===== config.mk =====
export PLATFORM = sky130hd
export DESIGN_NAME = qalu
export DESIGN_NICKNAME = d
export VERILOG_FILES = /design/src/rtl/qalu.sv
export SDC_FILE = /design/constraint.sdc
export NUM_CORES = 1
export LEC_CHECK = 0
export BUFFER_PORTS_ARGS = -buffer_cell sky130_fd_sc_hd__buf_2
export CAP_MARGIN = 20
export CORE_MARGIN = 2
export CORE_UTILIZATION = 35
export DETAILED_ROUTE_END_ITERATION = 10
export SLEW_MARGIN = 10
export SYNTH_ARGS = -nofsm -noshare
export SYNTH_HDL_FRONTEND = slang
export SYNTH_SLANG_ARGS = --single-unit

===== constraint.sdc =====
create_clock -name vclk -period 9.8
set_input_delay 1.96 -clock vclk [all_inputs]
set_output_delay 1.96 -clock vclk [all_outputs]
set_load 0.05 [all_outputs]

===== src/rtl/qalu.sv =====
module qalu #(
  parameter int DIGITS = 4
) (
  input  logic [2*DIGITS-1:0] opnd_a,
  input  logic [2*DIGITS-1:0] opnd_b,
  input  logic [1:0]          carry_in,
  input  logic [2:0]          op_sel,
  output logic [2*DIGITS-1:0] result,
  output logic [1:0]          carry_out
);
  localparam int W = 2 * DIGITS;
  localparam logic [2:0] OP_ADD = 3'd0;
  localparam logic [2:0] OP_SUB = 3'd1;
  localparam logic [2:0] OP_MAX = 3'd2;
  localparam logic [2:0] OP_MIN = 3'd3;
  localparam logic [2:0] OP_INV = 3'd4;

  logic                is_sub;
  logic [2*DIGITS+1:0] chain;

  assign is_sub      = (op_sel == OP_SUB);
  assign chain[1:0]  = {1'b0, |carry_in};

  for (genvar g = 0; g < DIGITS; g++) begin : g_slice
    logic [1:0] da, db, dbc, sum_d, max_d, min_d, inv_d;
    logic [2:0] addend;
    logic [3:0] s;

    assign da    = opnd_a[2*g +: 2];
    assign db    = opnd_b[2*g +: 2];
    assign dbc   = 2'd3 - db;
    assign addend = is_sub ? ({1'b0, dbc} + ((g == 0) ? 3'd1 : 3'd0)) : {1'b0, db};
    assign s     = {2'b00, da} + {1'b0, addend} + {2'b00, chain[2*g +: 2]};
    assign sum_d = s[1:0];
    assign chain[2*g+2 +: 2] = s[3:2];
    assign max_d = (da >= db) ? da : db;
    assign min_d = (da <= db) ? da : db;
    assign inv_d = 2'd3 - da;

    always_comb begin
      case (op_sel)
        OP_ADD, OP_SUB: result[2*g +: 2] = sum_d;
        OP_MAX:         result[2*g +: 2] = max_d;
        OP_MIN:         result[2*g +: 2] = min_d;
        OP_INV:         result[2*g +: 2] = inv_d;
        default:        result[2*g +: 2] = 2'd0;
      endcase
    end
  end

  assign carry_out = (op_sel == OP_ADD || is_sub) ? chain[W +: 2] : 2'd0;
endmodule


-- After elaboration in Yosys (flattened, before gate mapping)
Cells that the tools add are included.
- input port bits: 21
- register bits: 0
- output and inout port bits: 10
- word-level logic and storage cells: 50
- magnitude comparators: 8
- reduce and logical (&&, ||, !) cells: 4
- eq/ne operators: 4
- add/sub/neg operators: 17
- multiplexer cells: 17
- operator list (operator ; number):
    one-hot mux 2 bit (4 select lines) ; 4
    two-way mux 2 bit ; 12
    subtractor 2 bit (first input constant) ; 8
    adder 3 x 2 -> 4 bit ; 3
    adder 2 x 2 -> 3 bit ; 3
    greater-or-equal comparator 2 bit ; 4
    <= comparator 2 bit ; 4
    equality test 3 x 2 -> 1 bit (second input constant) ; 2
    adder 2 x 3 -> 4 bit ; 1
    adder 4 x 1 -> 4 bit ; 1
    OR reduction 2 bit ; 2
    adder 2 x 1 -> 3 bit (second input constant) ; 1
    equality test 3 x 1 -> 1 bit (second input constant) ; 1
    equality test 3 bit (second input constant) ; 1
    logical NOT 3 bit ; 1
    two-way mux 3 bit ; 1
    logical OR 1 bit ; 1

-- Depth between registers and ports, before layout
- depth in word-level cells: 9
- gate-level depth with buffers: 21
- mapped depth without buffers: 19

-- Least setup slack after synthesis
No wires, ideal clock.
- kind: input to output
- start point: input port op_sel[2]
- end point: output port result[7]
- required time: 7.840 ns
- path buffers: 2
- arrival time: 6.431 ns
- slack: 1.409 ns
- cell stages on the path: 19
- path through: buf_2 -> nor2_1 -> and2_1 -> buf_4 -> nor2_1 -> a21o_1 -> ha_1 -> a21oi_1 -> nor2_1 -> fa_1 -> ha_1 -> ha_1 -> fa_1 -> ha_1 -> ha_1 -> fa_1 -> ha_1 -> a21oi_1 -> o22ai_1
- longest elaborated chain between the ends: 8
- elaborated cells between the ends (all ways): 19
- those cells by class: 8 x add/sub; 4 x eq/ne; 5 x mux; 2 x reduce/logical
- RTL lines (element ; RTL line ; source):
    start, declared ; 7 ; input logic [2:0] op_sel,
    equality test 3 x 1 -> 1 bit ; 21, 41 ;
    two-way mux 3 bit ; 32 ; assign addend = is_sub ? ({1'b0, dbc} + ((g == 0) ? 3'd1 : 3'd0)) : {1'b0, db};
    adder 2 x 3 -> 4 bit ; 33 ; assign s = {2'b00, da} + {1'b0, addend} + {2'b00, chain[2*g +: 2]};
    adder 4 x 1 -> 4 bit ; 33 ;
    adder 3 x 2 -> 4 bit (3 in a row) ; 33 ;
    one-hot mux 2 bit (4 select lines) (*) ; 41 ; case (op_sel)
    end, declared ; 8 ; output logic [2*DIGITS-1:0] result,
Every way passes the cells marked *; elsewhere a longest branch is shown, timed or not.

-- Final worst setup path
- start point: input port op_sel[1]
- end point: output port carry_out[0]
- longest elaborated chain between the ends: 8
- elaborated cells between the ends (all ways): 16
- those cells by class: 8 x add/sub; 1 x eq/ne; 5 x mux; 2 x reduce/logical
- RTL lines (element ; RTL line ; source):
    equality test 3 x 1 -> 1 bit ; 21 ; assign is_sub = (op_sel == OP_SUB);
    two-way mux 3 bit ; 32 ;
    adder 2 x 3 -> 4 bit ; 33 ;
    adder 4 x 1 -> 4 bit ; 33 ;
    adder 3 x 2 -> 4 bit (3 in a row) ; 33 ;
    two-way mux 2 bit (*) ; 51 ; assign carry_out = (op_sel == OP_ADD || is_sub) ? chain[W +: 2] : 2'd0;
    end, declared ; 9 ; output logic [1:0] carry_out
Marks and branches as above.

==> flow_summary.ini <==
[run_status]
status = complete, no violations

[logic_synthesis]
yosys_warnings = 0
synth_area_mm2 = 0.001151
synth_cell_type_count = 29
syn_avg_cell_area_um2 = 7.884
yosysTopAreaCellShare = 0.2609
synthCells = 146
synth_area_leaders = ha_1 26%, fa_1 14%, inv_1 6.5%
syn_nets = 199
synth_top_cell_by_area = ha_1
synth-seq-area-share = 0

[grt]
grt_pass1_vias = 1034
grt_pass1_wl_um = 4333
use_met2 = 0.2796
grt-busiest-layer = met2
use_met3 = 0.002101
grt_max_degree = 14
antenna_found_initial = 0
grt_usage = 0.1458
grt_use_met1 = 0.1947
overflow = 0

[route]
vias = 1084
first_pass_iters = 4
wl_um = 2546
ant_nets = 0
wl_per_cell_um = 11.73
drc = 0
drt_iter0_drc = 19
via_per_inst = 4.995

[timing]
max_freq_ghz = 0.1174
fin_crit_sh = 0.8689
final-setup-viol-count = 0
tightest_slew_ps = 488.1
tns_ps = 0
drv_slew = 0
slew_headroom = 0.6746
finalHoldViolations = 0
period_needed_ps = 8515
rsz0062_at_grt = false

[worst_setup_path]
crit_buf_inv = 2
crit_type = input pin to primary output
cp_cell_sequence = buf_2 > nor2_1 > and2_1 > nor2_1 > a21o_1 > ha_1 > a21oi_1 > nor2_1 > fa_1 > ha_1 > ha_1 > fa_1 > ha_1 > ha_1 > fa_1 > ha_1 > ha_1 > and2_1 > buf_2
crit_fanout = 12
startpoint_type = input pin
slowest_delay_ps = 460
crit_top_cell = ha_1
slowest_stage = fa_1
required_ps = 7840
cp_top_family = adder cells
cp.arrival_ps = 6560
end_kind = primary output

[floorplanning]
rows = 20
die_area_mm2 = 0.003764
die_y_um = 61.35
dieWidth_um = 61.35
top_level_ports = 31
initial_core_util = 0.3710
core_mm2 = 0.003103

[pwr]
power_switching_uw = 55.28
p_seq_frac = 0
p_per_area_mw_per_mm2 = 66.55
vdd_ir_drop_max_uv = 37.54
swShare = 0.6216
p_comb_frac = 1.000
clockPowerShare = 0
p_int_uw = 33.65
leakage_nw = 0.6931

[layout]
seqCellArea_um2 = 0
diodes = 0
seq_cell_count = 0
fillers = 352
final_core_util = 0.4306
drive_above_1_share = 0.2254
nets = 228
final_common_cell = buf_2
n_clock_buffer = 0
syn_to_final_growth_pct = 16.09
layout_common_cells = 31 x buf_2, 24 x ha_1, 20 x inv_1, 17 x nor2_1, 10 x a21oi_1

[clock_network]
holdBufCountCts = 0
post_cts_resized = 0
post-cts-setup-buffers = 0

[job]
maxCapViolCount = 0

[hold_path]
hold_class = input pin to primary output

[placement]
routabilityCongestion = 0.7645
port_buffers = 31
dp_hpwl_um = 2187
-- area by class of cell --
type                       count  area, um2  area share
tap                           44      55.05     0.04120
inverter                      21      78.83     0.05899
multi-input combinational    121       1047      0.7837
timing repair buffer          31      155.1      0.1161
-- metrics by stage --
| step | hold WS (ps) | power (mW) | cell area, um2 | setup WS [ps] | cells |
|---|---|---|---|---|---|
| finish | 4451 | 0.08893 | 1336 | 1285 | 217 |
| global route | 4474 | 0.09997 | 1336 | 914.3 | 217 |
| CTS | 4452 | 0.08979 | 1336 | 1277 | 217 |
| detailed placement | 4451 | 0.08909 | 1336 | 1293 | 217 |
| global placement | 4434 | 0.08688 | 1336 | 1402 | 217 |
| floorplan | 4264 | 0.06746 | 1151 | 1409 | 146 |
-- cell families (layout without fill, tap and decap cells) --
family	count (synthesis)	in the layout	synth area share
buffers and inverters	25	52	0.09021
and+or+nand+nor	42	42	0.1935
xor gates and xnor gates	7	7	0.05326
AOI/OAI and AO/OA	32	32	0.1880
adders and majority gates	32	32	0.4000
muxes	8	8	0.07500
-- path summary, 6_finish.rpt --
kind / start / endpoint / slack, ps / depth (start not counted)
worst max-delay path: op_sel[1] / carry_out[0] / 1280 / 19
worst min-delay path: op_sel[1] / result[7] / 4450 / 3
-- power by group through the flow --
stage,registers [mW],logic (mW),clock network [mW]
finish,0,0.0889,0
global route,0,0.100,0
CTS,0,0.0898,0
detailed placement,0,0.0891,0
global placement,0,0.0869,0
floorplan,0,0.0675,0
-- cell usage after synthesis --
cell type  count
a2111oi_2      1
a21o_1         1
o21bai_1       4
inv_2          1
buf_4          2
a211o_1        2
nor3b_1        2
ha_1          24
inv_1         20
nand2_1        9
mux2_1         1
mux2_2         4
o211ai_1       3
nor2_1        17
xnor2_1        6
nor2b_1        4
buf_2          2
o22a_1         1
mux2i_1        3
a21oi_1       10
and2_1         3
nor3b_4        1
nand2b_1       4
fa_1           8
nor3_1         1
xor2_1         1
o2bb2ai_1      1
o22ai_1        9
nand3_4        1
-- layer usage --
metal,vias to the layer above,routed length [um]
met5,-,0
met4,0,0
met3,0,72
met2,17,1257
met1,513,1216
li1,554,-
Power figures use the tool's default switching activity.
